**config.mk**
```make
export PLATFORM = sky130hd
export DESIGN_NAME = ts_seconds_recon
export DESIGN_NICKNAME = d
export VERILOG_FILES = /design/src/rtl/ts_recon_pkg.sv /design/src/rtl/ts_recon_ctrl.sv /design/src/rtl/ts_recon_data.sv /design/src/rtl/ts_seconds_recon.sv
export SDC_FILE = /design/constraint.sdc
export NUM_CORES = 1
export LEC_CHECK = 0
export ABC_AREA = 1
export BUFFER_PORTS_ARGS = -buffer_cell sky130_fd_sc_hd__buf_2
export CORE_MARGIN = 2
export CORE_UTILIZATION = 51
export CTS_CLUSTER_SIZE = 10
export DETAILED_ROUTE_END_ITERATION = 7
export HOLD_SLACK_MARGIN = 0.05
export PLACE_DENSITY = 0.82
export RECOVER_POWER = 100
export SYNTH_ARGS = -nofsm -noshare
export SYNTH_HDL_FRONTEND = slang
export SYNTH_SLANG_ARGS = --single-unit
```
**constraint.sdc**
```tcl
create_clock -name clk -period 9 [get_ports clk]
set_input_delay 1.8 -clock clk [delete_from_list [all_inputs] [get_ports clk]]
set_output_delay 1.8 -clock clk [all_outputs]
set_load 0.01 [all_outputs]
```
**src/rtl/ts_recon_pkg.sv**
```systemverilog
package ts_recon_pkg;
  // strobes from control to datapath
  typedef struct packed {
    logic load;
  } reconStrobes_t;
endpackage

```
**src/rtl/ts_recon_ctrl.sv**
```systemverilog
module ts_recon_ctrl
  import ts_recon_pkg::*;
(
  input  logic          clk,
  input  logic          rstN,
  input  logic          inValid,
  output reconStrobes_t strobes,
  output logic          validQ
);
  always_comb strobes.load = inValid;

  always_ff @(posedge clk) begin
    if (!rstN) validQ <= 1'b0;
    else       validQ <= inValid;
  end


  valid_rise_chk: assert property (@(posedge clk) disable iff (!rstN)
    inValid |=> validQ);

  valid_idle_chk: assert property (@(posedge clk) disable iff (!rstN)
    !inValid |=> !validQ);
endmodule

```
**src/rtl/ts_recon_data.sv**
```systemverilog
module ts_recon_data
  import ts_recon_pkg::*;
#(
  parameter int SEC_W  = 32,
  parameter int NS_W   = 30,
  parameter int FRAG_W = 2
) (
  input  logic              clk,
  input  logic              rstN,
  input  reconStrobes_t     strobes,
  input  logic [FRAG_W-1:0] fragIn,
  input  logic [NS_W-1:0]   nsIn,
  input  logic [SEC_W-1:0]  refSec,
  input  logic [NS_W-1:0]   refNs,
  output logic [SEC_W-1:0]  secQ,
  output logic [NS_W-1:0]   nsQ
);
  localparam int SPAN = 1 << FRAG_W;
  localparam int HALF = SPAN / 2;
  localparam int DW   = FRAG_W + 2;
  localparam logic signed [DW-1:0]  HALF_POS = DW'(HALF);
  localparam logic signed [DW-1:0]  HALF_NEG = -DW'(HALF);
  localparam logic [SEC_W-1:0]      SPAN_V   = SEC_W'(SPAN);
  localparam logic [SEC_W-1:0]      REACH    = SEC_W'(HALF + 1);
  localparam logic [SEC_W-1:0]      REACH2   = SEC_W'(2 * HALF + 2);

  logic                    nsBorrow;
  logic signed [DW-1:0]    secDiff;
  logic [SEC_W-1:0]        candSec;
  logic [SEC_W-1:0]        pickSec;

  always_comb begin
    nsBorrow = (nsIn < refNs);
    secDiff  = $signed({2'b00, fragIn})
             - $signed({2'b00, refSec[FRAG_W-1:0]})
             - $signed({{(DW-1){1'b0}}, nsBorrow});
    candSec  = {refSec[SEC_W-1:FRAG_W], fragIn};
    if (secDiff > HALF_POS)      pickSec = candSec - SPAN_V;
    else if (secDiff < HALF_NEG) pickSec = candSec + SPAN_V;
    else                         pickSec = candSec;
  end

  always_ff @(posedge clk) begin
    if (!rstN) begin
      secQ <= '0;
      nsQ  <= '0;
    end else if (strobes.load) begin
      secQ <= pickSec;
      nsQ  <= nsIn;
    end
  end


  ns_pass_chk: assert property (@(posedge clk) disable iff (!rstN)
    strobes.load |=> nsQ == $past(nsIn));

  frag_keep_chk: assert property (@(posedge clk) disable iff (!rstN)
    strobes.load |=> secQ[FRAG_W-1:0] == $past(fragIn));

  near_ref_chk: assert property (@(posedge clk) disable iff (!rstN)
    strobes.load |=> (secQ - $past(refSec) + REACH) <= REACH2);

  hold_chk: assert property (@(posedge clk) disable iff (!rstN)
    !strobes.load |=> $stable(secQ) && $stable(nsQ));
endmodule

```
**src/rtl/ts_seconds_recon.sv**
```systemverilog
module ts_seconds_recon
  import ts_recon_pkg::*;
#(
  parameter int SEC_W  = 32,
  parameter int NS_W   = 30,
  parameter int FRAG_W = 2
) (
  input  logic              clk,
  input  logic              rstN,
  input  logic              inValid,
  input  logic [FRAG_W-1:0] inSecLo,
  input  logic [NS_W-1:0]   inNsec,
  input  logic [SEC_W-1:0]  refSec,
  input  logic [NS_W-1:0]   refNsec,
  output logic              outValid,
  output logic [SEC_W-1:0]  outSec,
  output logic [NS_W-1:0]   outNsec
);
  reconStrobes_t strobes;

  ts_recon_ctrl u_ctrl (
    .clk     (clk),
    .rstN    (rstN),
    .inValid (inValid),
    .strobes (strobes),
    .validQ  (outValid)
  );

  ts_recon_data #(.SEC_W(SEC_W), .NS_W(NS_W), .FRAG_W(FRAG_W)) u_data (
    .clk     (clk),
    .rstN    (rstN),
    .strobes (strobes),
    .fragIn  (inSecLo),
    .nsIn    (inNsec),
    .refSec  (refSec),
    .refNs   (refNsec),
    .secQ    (outSec),
    .nsQ     (outNsec)
  );


  reset_out_chk: assert property (@(posedge clk)
    !rstN |=> !outValid && outSec == '0 && outNsec == '0);
endmodule

```
### Word-level counts from Yosys, hierarchy flattened

Cells that the tools add are included.

| word-level totals | value |
|---|---|
| output and inout bits | 63 |
| logic and storage cells | 12 |
| bits in registers | 63 |
| input bits | 97 |

| operators by class | value |
|---|---|
| add/subtract/negate cells | 4 |
| order comparisons | 3 |
| multiplexer cells | 2 |

Operator list:

| operator | count |
|---|---|
| $mux W32 | 2 |
| $add A32 B3 Y32 const B | 1 |
| $sub A32 B3 Y32 const B | 1 |
| $lt A30 B30 Y1 | 1 |
| $gt A4 B3 Y1 const B | 1 |
| $lt A4 B2 Y1 const B | 1 |
| $sub A4 B2 Y4 | 1 |
| $sub A2 B2 Y3 | 1 |

### Depth between registers and ports, before layout

Gate-level depths: netlist of the first run.

| logic depth | value |
|---|---|
| depth in word-level cells | 5 |
| gate-level depth with buffers | 24 |
| mapped depth without buffers | 23 |

### By module

Synthesis of the first run repeated with hierarchy kept, for this count alone.

| second synthesis, totals | value |
|---|---|
| cell total of the unflattened synthesis | 744 |
| area total of the unflattened synthesis | 4,529.3 um^2 |

By module, submodules not included:

| module | times used | cells an instance | area an instance (um^2) | sequential area each (um^2) |
|---|---|---|---|---|
| ts_recon_data | 1 | 740 | 4,494.3 | 1,241.2 |
| ts_recon_ctrl | 1 | 4 | 35.0 | 20.0 |

### Worst setup path before layout of the first run

OpenSTA, ideal clock, no wires.

| timing path | value |
|---|---|
| path kind | input to register |
| start point | input refNsec[29] |
| end point | register u_data.secQ[28] |
| arrival time | 4.090 ns |
| stages on the path | 20 |
| buffers on the path | 1 |
| data required time | 8.891 ns |
| library setup time | 0.109 ns |
| setup slack | 4.801 ns |
| cells stage by stage | inv_1 > ha_1 > nand2_1 > nor2_1 > nand4_1 > nor4_1 > a21oi_1 > ha_1 > ha_1 > o21ai_0 > nand2_2 > buf_6 > o21ai_0 > inv_1 > nor2_1 > nand2_1 > nand2_1 > nand3_1 > nand2_1 > inv_1 |

| on the way | value |
|---|---|
| word-level cells in the longest chain between the ends | 5 |
| elaborated cells between the ends (all ways) | 6 |
| classes of those cells | 1 x add/sub; 3 x order compare; 2 x mux |

Ends and longest elaborated chain:

| what | line | source |
|---|---|---|
| from (decl) | ts_seconds_recon.sv:14 | `input logic [NS_W-1:0] refNsec,` |
| $lt A30 B30 Y1 * | ts_recon_data.sv:33 | `nsBorrow = (nsIn < refNs);` |
| $sub A4 B2 Y4 * | ts_recon_data.sv:36 | `- $signed({{(DW-1){1'b0}}, nsBorrow});` |
| $lt A4 B2 Y1 | ts_recon_data.sv:39 | `else if (secDiff < HALF_NEG) pickSec = candSec + SPAN_V;` |
| $mux W32 | ts_recon_data.sv:39 |  |
| $mux W32 * | ts_recon_data.sv:38 | `if (secDiff > HALF_POS) pickSec = candSec - SPAN_V;` |
| to (signal assigned) | ts_recon_data.sv:48 | `secQ <= pickSec;` |
| to (decl) | ts_recon_data.sv:15 | `output logic [SEC_W-1:0] secQ,` |

Mark *: on every way between the ends. The rest lies on a longest branch, timed or not.
A chain may end at the register's enable or synchronous reset.

### Final worst setup path of the first run

| timing path | value |
|---|---|
| start point | input inNsec[29] |
| end point | register u_data.secQ[17] |

| on the way | value |
|---|---|
| word-level cells in the longest chain between the ends | 5 |
| elaborated cells between the ends (all ways) | 6 |
| classes of those cells | 1 x add/sub; 3 x order compare; 2 x mux |

Ends and longest elaborated chain:

| what | line | source |
|---|---|---|
| from (decl) | ts_seconds_recon.sv:12 | `input logic [NS_W-1:0] inNsec,` |
| $lt A30 B30 Y1 * | ts_recon_data.sv:33 |  |
| $sub A4 B2 Y4 * | ts_recon_data.sv:36 |  |
| $lt A4 B2 Y1 | ts_recon_data.sv:39 |  |
| $mux W32 | ts_recon_data.sv:39 |  |
| $mux W32 * | ts_recon_data.sv:38 |  |

Marks and branches as above.

==> flow_summary.ini, run 1 <==
[setup_path]
cpPeakStageDelay_ps = 710
worst-setup-path-type = in -> reg
arrival_ps = 5430
end_kind = register
required_ps = 9100
cp_slowest_cell = inv_1
worstPathCellList = buf_2, ha_1, nand2_1, nor2_1, nand4_1, nor4_1, a21oi_1, ha_1, ha_1, o21ai_0, nand2_1, inv_1, nand2_1, nand2_1, xor2_1, a21oi_1
path_common_cell = nand2_1
start_kind = input port
r2r_cells = 2
path_max_fanout = 24

[final_layout]
final_nets = 986
postLayoutCellArea_um2 = 5360
drive_gt1_frac = 0.154
area_delta_synth_final_pct = 20.8
diodes = 0

[clock_network]
cts_num_sinks = 63
path_clk_slew_ps = 80
cts-root-buf = clkbuf_8
cts_resized = 0
postCtsSetupRepairBufs = 0
clkLatencyLatePin_ps = 340
cts_tree = built
cts_max_path_buffers = 2
cts_buffers = 9
cts_max_level = 3
ctsHoldBuffers = 0

[route]
post-route-drc-count = 0
num_vias = 4937
drt_iter0_drc = 291
wirelength_mm = 12.3
drtAntennaViolNets = 0
drt-vias-per-instance = 5.11
firstDrtPassIters = 7
wl_per_cell_um = 12.7

[power]
vdd_drop_max_v = 0.0000934
power.density_nw_per_um2 = 145
cellLeakagePower_uw = 0.00273

[yosys]
synthFlopType = dfxtp_1
syn_inst = 706
synth_area_um2 = 4430
ys_warn_count = 0
avgSynthCellArea_um2 = 6.28
synth-seq-cells = 63
synthArstFlopShare = 0
synth_edf_count = 0
synth-seq-area-share = 0.285
syn_nets = 838
synth_cell_type_count = 37

[global_routing]
antenna_found_initial = 0
grt_max_degree = 94
grt_use_total = 0.264
grt_pass1_wl_mm = 20.7
grt_pass1_vias = 4570
grt.overflow.total = 0

[floorplan]
core.rowCount = 34
die_height_um = 97.2
die_area_um2 = 9450
die_x_um = 97.2
num_io_pins = 160
core-area_um2 = 8590
start_util = 0.516

[min_path]
min_path_type = reg -> reg
hold_depth = 2

[placement]
dp_hpwl_mm = 9.26
gp_congestion = 0.943
io_buffers = 159
postPlaceCellArea_um2 = 5250

[run]
drv_cap = 1

[timing]
hold_viol_final = 0
fin_setup_tns_ps = 0
slew_violations = 94
worstMarginPinSlew_ps = 3520
maxSlewHeadroom = -1.34
fin_crit_sh = 0.592
period_needed_ps = 5330
max_freq_ghz = 0.188
rsz0062_at_grt = false
clock_skew_ps = 0
setup_viol = 0

[status]
outcome = finished, violations left
violations = capacitance limit, slew limit
## layer usage
layer,wire [um],up-vias,global-route usage
met3,1130,19,0.0719
met4,182,0,0.0705
li1,-,2567,-
met5,0,-,0
met1,5320,2151,0.337
met2,5690,200,0.442
## through the flow
stage	util	total power, uW	setup WS [ps]	hold slack (ps)	cells
after floorplan	-	456	4800	533	706
after global placement	0.611	529	4080	474	951
after detailed placement	0.611	532	3990	477	951
after CTS	0.634	788	4350	499	967
after global routing	0.623	830	3280	536	967
final	0.623	777	3670	500	967
## path summary, 6_finish.rpt
kind                   from              end  slack [ps]
max              inNsec[29]  u_data.secQ[17]        3670
min          u_data.nsQ[19]   u_data.nsQ[19]         500
max reg2reg  u_data.secQ[7]   u_data.secQ[7]        8170
min reg2reg  u_data.nsQ[19]   u_data.nsQ[19]         500
## cell usage after synthesis, drive strengths merged (4+ instances only)
cell    instances  share of area
xor2            8          0.016
clkbuf         15          0.017
nand2         132           0.12
inv            88          0.075
nand3          51          0.061
buf             8          0.011
nand4          13          0.018
xnor2           4         0.0079
nor2          159           0.14
ha             34          0.096
nor3            8         0.0090
dfxtp          63           0.28
o21ai          74          0.084
a21oi          38          0.044
## cell type report
class	count	area (um^2)
Timing Repair Buffer	161	728
Clock buffer	11	141
Fill cell	872	3240
Inverter	88	330
Clock inverter	5	56.3
Sequential cell	63	1260
Multi-Input combinational cell	531	2700
Tap cell	108	135
## cells by family after synthesis
logic type / synth area share
flops: 0.285
simple gates: 0.347
buf+inv: 0.104
xor+xnor: 0.0237
fa+ha+maj: 0.100
compound gates: 0.140
## placed cells by master, fill, tap and decap left out, drive strengths merged, types with 2 or more instances in the layout
cell / instances
nor3: 8
inv: 89
clkbuf: 75
xor2: 8
dfxtp: 63
buf: 97
nand4: 13
nor2: 159
nand2: 132
ha: 34
xnor2: 4
clkinv: 2
o21ai: 74
nand3: 51
a21oi: 38
## worst max-delay path, delay by kind of cell
family,cells,cell delay [ps]
XOR/XNOR,1,200
AND/OR/NAND/NOR,7,1410
buffers and inverters,2,820
adder cells (fa/ha/maj),3,830
AO/OA/AOI/OAI,3,350
## where the power goes
group	total (uW)	switching, uW	internal (uW)
Sequential	310	10.4	300
Clock	254	119	136
Combinational	212	138	73.8
## flip-flops by register name, indices dropped and copies added, names as in the netlist
register / cells
u_data.nsQ: 30
u_ctrl.validQ: 1
u_data.secQ: 32
(Power assumes the default switching activity.)
==> run 2, diff against run 1 <==
--- a/config.mk
+++ b/config.mk
@@ -5,14 +5,14 @@
 export SDC_FILE = /design/constraint.sdc
 export NUM_CORES = 1
 export LEC_CHECK = 0
-export ABC_AREA = 1
+export ABC_AREA = 0
 export BUFFER_PORTS_ARGS = -buffer_cell sky130_fd_sc_hd__buf_2
 export CORE_MARGIN = 2
-export CORE_UTILIZATION = 51
+export CORE_UTILIZATION = 50
 export CTS_CLUSTER_SIZE = 10
 export DETAILED_ROUTE_END_ITERATION = 7
 export HOLD_SLACK_MARGIN = 0.05
-export PLACE_DENSITY = 0.82
+export PLACE_DENSITY = 0.81
 export RECOVER_POWER = 100
 export SYNTH_ARGS = -nofsm -noshare
 export SYNTH_HDL_FRONTEND = slang
==> constraint.sdc (replaced) <==
create_clock -name clk -period 5.4 [get_ports clk]
set_input_delay 1.08 -clock clk [delete_from_list [all_inputs] [get_ports clk]]
set_output_delay 1.08 -clock clk [all_outputs]
set_load 0.01 [all_outputs]
==> run 2 against run 1 <==
Net effect: the run still ends with capacitance limit, slew limit left; clock skew is the same; global-route usage shrank 0.47 points; worst setup slack lost 3000 ps; synthesized cell count shrank 28%; wire length shrank 3.1%; critical endpoint is now u_data.secQ[31]; largest cell class unchanged.
==> flow_summary.ini, run 2 <==
[timing]
hold_viol_final = 0
setup_viol = 0
slew_violations = 99
rsz0062_at_grt = false
max_freq_ghz = 0.213
maxSlewHeadroom = -0.428
clock_skew_ps = 0
fin_setup_tns_ps = 0
worstMarginPinSlew_ps = 2140
fin_crit_sh = 0.867
period_needed_ps = 4680

[setup_path]
path_common_cell = ha_1
cpPeakStageDelay_ps = 490
start_kind = input port
path_delay_family = compound AO/OA/AOI/OAI gates
arrival_ps = 4930
path_max_fanout = 6
r2r_start = u_data.secQ[30]
r2r_cells = 2
r2r_slack_ps = 4420
required_ps = 5640
cp_slowest_cell = nor3_1
worst-setup-path-type = in -> reg
path_buf_inv = 1
rr_endpoint = u_data.secQ[30]
worstPathCellList = clkbuf_1, ha_1, a21o_1, a211o_1, nor3_1, o311ai_0, a211oi_1, ha_1, ha_1, o21bai_1, nand4_2, nor3_1, nor2_1, or3_1, a311oi_1
end_kind = register

[yosys]
synth_area_um2 = 4290
synth_area_leaders = dfxtp_1, ha_1, mux2i_1
yosys.area.top_type = dfxtp_1
synthArstFlopShare = 0
synth-seq-area-share = 0.294
synth-seq-cells = 63
synthFlopType = dfxtp_1
yosysMostFrequentCell = dfxtp_1
synth_top_area_frac = 0.294
synth_cell_type_count = 66
avgSynthCellArea_um2 = 8.45
synth_edf_count = 0
syn_nets = 639
yosys-top-cells-count = dfxtp_1, nor2_1, inv_1
syn_inst = 507
ys_warn_count = 0

[min_path]
min_path_type = reg -> reg
hold-path-endpoint = u_data.secQ[29]
hold_path.startpoint = u_data.secQ[29]
hold_depth = 2

[placement]
io_buffers = 159
gp_congestion = 0.908
dp_hpwl_mm = 9.09
postPlaceCellArea_um2 = 5070

[final_layout]
seq_area_um2 = 1260
largest_reg_flops = 32
multi_input_area_um2 = 2680
diodes = 0
regMostFlops = u_data.secQ
final_common_cell = buf_2
postLayoutCellArea_um2 = 5170
top_regs = u_data.secQ: 32 flops, u_data.nsQ: 30 flops, u_ctrl.validQ: 1 flops
num-fill-cells = 759
final_cell_mix = buf_2, clkbuf_1, dfxtp_1
area_delta_synth_final_pct = 20.7
final_nets = 780
drive_gt1_frac = 0.184

[clock_network]
postCtsSetupRepairBufs = 0
cts_tree = built
cts_buffers = 9
cts_max_level = 3
cts_num_sinks = 63
path_clk_slew_ps = 70
cts-root-buf = clkbuf_8
ctsHoldBuffers = 0
cts_resized = 0
cts_max_path_buffers = 2
clkLatencyLatePin_ps = 340

[status]
violations = capacitance limit, slew limit
outcome = finished, violations left

[floorplan]
die_x_um = 96.6
core.rowCount = 33
start_util = 0.519
core-area_um2 = 8260
die_height_um = 96.6
die_area_um2 = 9330
num_io_pins = 160

[power]
cellLeakagePower_uw = 0.00231
p_total_uw = 1240
vdd_drop_max_v = 0.000145
power.density_nw_per_um2 = 241

[global_routing]
grt_max_degree = 99
grt_use_total = 0.259
grt_pass1_vias = 4159
grt_pass1_wl_mm = 18.9
grt.overflow.total = 0
antenna_found_initial = 0

[route]
num_vias = 4419
wirelength_mm = 11.9
drtAntennaViolNets = 0
post-route-drc-count = 0
wl_per_cell_um = 15.7
drt_iter0_drc = 143
firstDrtPassIters = 5
drt-vias-per-instance = 5.83

[run]
drv_cap = 1
[run 2: cell types whose count changed after synthesis, moves of 7 or more]
cell,before,now
nor2_1,150,53
inv_1,86,46
o21ai_0,70,14
nor2_2,8,0
a21oi_1,37,8
nor4_1,1,8
mux2i_1,0,35
nand4_1,13,20
nand3b_1,0,24
nand3_1,48,20
nand2_1,126,16
o211ai_1,1,13
[run 2: per-layer routing]
metal,GRT usage,vias to the layer above,part of all wire
met4,0.130,0,0.031
met2,0.441,230,0.48
met1,0.299,2010,0.40
met3,0.0706,42,0.089
met5,0,-,0
li1,-,2137,-
[run 2: worst min-delay path, cell delays in order, from the launching register on]
cell and delay (ps):
dfxtp_1 310, nand2_1 50, o22ai_1 60
[run 2: worst max path at each step]
| stage | cells past startpoint | endpoint | from |
|---|---|---|---|
| finish | 15 | u_data.secQ[31] | inNsec[12] |
| global route | 15 | u_data.secQ[27] | inNsec[12] |
| CTS | 15 | u_data.secQ[12] | inNsec[12] |
| detailed placement | 15 | u_data.secQ[12] | inNsec[12] |
| global placement | 15 | u_data.secQ[30] | inNsec[12] |
| floorplan | 16 | u_data.secQ[12] | refNsec[12] |
[run 2: where the power goes]
group | internal [uW] | total (uW) | switching (uW)
Sequential | 495 | 510 | 15.4
Combinational | 120 | 290 | 171
Clock | 259 | 443 | 184
Total | 874 | 1240 | 370
[run 2: logic make-up (layout without fill, tap and decap cells)]
family	after synthesis	count (layout)	share of synthesized area
fa+ha+maj	35	35	0.104
flops	63	63	0.294
mux	38	38	0.0896
buf+inv	76	222	0.0765
compound gates	92	92	0.155
simple gates	191	191	0.256
xor+xnor	12	12	0.0245
[run 2: layout make-up]
type	instances	area share
clock inverters	4	0.0135
repair buffers	160	0.140
well taps	105	0.0254
clock buffers	12	0.0261
inverters	46	0.0334
multi-input cells	368	0.518
flip-flops and latches	63	0.244
[run 2: through the flow]
| stage | cells | utilization | hold WS (ps) | setup WS, ps |
|---|---|---|---|---|
| after floorplan | 507 | - | 490 | 1060 |
| final | 758 | 0.626 | 471 | 716 |
| after global routing | 758 | 0.626 | 504 | 400 |
| after global placement | 742 | 0.614 | 459 | 791 |
| after CTS | 758 | 0.638 | 468 | 955 |
| after detailed placement | 742 | 0.614 | 459 | 599 |
==> run 3, diff against run 2 <==
--- a/config.mk
+++ b/config.mk
@@ -7,12 +7,15 @@
 export LEC_CHECK = 0
 export ABC_AREA = 0
 export BUFFER_PORTS_ARGS = -buffer_cell sky130_fd_sc_hd__buf_2
+export CELL_PAD_IN_SITES_DETAIL_PLACEMENT = 1
+export CELL_PAD_IN_SITES_GLOBAL_PLACEMENT = 1
+export CORE_ASPECT_RATIO = 0.75
 export CORE_MARGIN = 2
-export CORE_UTILIZATION = 50
+export CORE_UTILIZATION = 36
 export CTS_CLUSTER_SIZE = 10
 export DETAILED_ROUTE_END_ITERATION = 7
 export HOLD_SLACK_MARGIN = 0.05
-export PLACE_DENSITY = 0.81
+export PLACE_DENSITY_LB_ADDON = 0.1
 export RECOVER_POWER = 100
 export SYNTH_ARGS = -nofsm -noshare
 export SYNTH_HDL_FRONTEND = slang
==> run 3 against run 2 <==
Net effect: the run still ends with capacitance limit, slew limit left; sequential share of layout area down 0.79 points; highest routed layer unchanged; register-to-register slack got worse by 80 ps; non-clock buffer count increased by 3; hold slack better by 16 ps; critical endpoint unchanged; critical path type unchanged; maximum frequency is 1.5% lower; count of clock-buffer cells in the layout unchanged; critical path depth stayed put; combinational power is 5% higher.
==> flow_summary.ini, run 3 (synthesized netlist as in run 2, its figures left out) <==
[status]
outcome = finished, violations left
violations = capacitance limit, slew limit

[power]
power.density_nw_per_um2 = 261
vdd_drop_max_v = 0.000147
cellLeakagePower_uw = 0.00236

[setup_path]
r2r_start = u_data.secQ[12]
path_max_fanout = 6
rr_endpoint = u_data.secQ[12]
arrival_ps = 4980
start_kind = input port
required_ps = 5630
r2r_slack_ps = 4340
end_kind = register
worst-setup-path-type = in -> reg
r2r_cells = 2

[global_routing]
grt_max_degree = 69
antenna_found_initial = 0
grt.overflow.total = 0
grt_pass1_vias = 4365
grt_use_total = 0.225
grt_pass1_wl_mm = 22.8

[final_layout]
final_cell_mix = buf_2, clkbuf_1, dfxtp_1
regMostFlops = u_data.secQ
diodes = 0
drive_gt1_frac = 0.188
area_delta_synth_final_pct = 24.7
final_common_cell = buf_2
post-route-util = 0.460
top_regs = u_data.secQ: 32 flops, u_data.nsQ: 30 flops, u_ctrl.validQ: 1 flops
largest_reg_flops = 32
final_nets = 783

[timing]
maxSlewHeadroom = -0.958
max_freq_ghz = 0.210
rsz0062_at_grt = false
fin_crit_sh = 0.880
slew_violations = 69
period_needed_ps = 4750
worstMarginPinSlew_ps = 2940
fin_setup_tns_ps = 0
setup_viol = 0
clock_skew_ps = 0
hold_viol_final = 0

[clock_network]
path_clk_slew_ps = 60
cts_max_level = 3
cts_num_sinks = 63
cts_buffers = 9
cts_tree = built
cts_max_path_buffers = 2
cts_resized = 0
clkLatencyLatePin_ps = 330
cts-root-buf = clkbuf_16
ctsHoldBuffers = 0
postCtsSetupRepairBufs = 0

[route]
drt_iter0_drc = 272
num_vias = 4389
wl_per_cell_um = 17.5
drtAntennaViolNets = 0
firstDrtPassIters = 4
wirelength_mm = 14.3
post-route-drc-count = 0
drt-vias-per-instance = 5.37

[floorplan]
start_util = 0.369
die_height_um = 98.5
die_area_um2 = 12800
core.rowCount = 34
num_io_pins = 160
die_x_um = 130
core-area_um2 = 11600

[min_path]
hold_depth = 2
min_path_type = reg -> reg
hold-path-endpoint = u_data.secQ[17]
hold_path.startpoint = u_data.secQ[17]

[placement]
dp_hpwl_mm = 11.3
gp_congestion = 0.874
io_buffers = 159

[run]
drv_cap = 1
-- run 3: how the worst max path moves through the flow --
stage / from / end / slack (ps) / depth (start not counted)
floorplan: refNsec[12] / u_data.secQ[12] / 1060 / 16
global placement: inNsec[23] / u_data.secQ[12] / 720 / 16
detailed placement: inNsec[12] / u_data.secQ[19] / 440 / 15
CTS: inNsec[12] / u_data.secQ[19] / 790 / 15
global route: inNsec[12] / u_data.secQ[31] / 280 / 15
finish: inNsec[12] / u_data.secQ[31] / 650 / 15
-- run 3: stage by stage --
stage / power (uW) / cells / worst slack [ps] / instance area, um^2 / hold slack, ps
final: 1390 / 818 / 647 / 5340 / 487
after CTS: 1420 / 818 / 790 / 5450 / 488
after detailed placement: 832 / 802 / 440 / 5160 / 469
after global placement: 821 / 802 / 725 / 5160 / 461
after floorplan: 703 / 507 / 1060 / 4290 / 490
after global routing: 1470 / 818 / 279 / 5340 / 515
-- run 3: metal layers --
layer	wire length, um	up-vias	global-route usage
li1	-	2145	-
met1	6790	2092	0.329
met2	6330	144	0.341
met3	1130	8	0.0521
met4	80	0	0.0447
met5	0	-	0
-- run 3: final cells by class --
class,instances,area (um^2)
Fill cell,1473,6270
Multi-Input combinational cell,368,2670
Sequential cell,63,1260
Timing Repair Buffer,163,742
Clock buffer,12,246
Tap cell,162,203
Inverter,46,173
Clock inverter,4,45.0
-- run 3: critical path: stages --
cell and delay (ps):
clkbuf_1 90, ha_1 300, a21o_1 180, a211o_1 300
nor3_1 160, o311ai_0 220, a211oi_1 300, ha_1 210
ha_1 260, o21bai_2 240, nand4_1 210, nor3_1 610
nor2_1 190, or3_1 380, a311oi_1 240
-- run 3: power by group --
part | total [uW] | internal (uW) | switching (uW)
clock network | 578 | 368 | 210
registers | 512 | 496 | 16.3
logic | 304 | 122 | 182
total | 1390 | 986 | 408
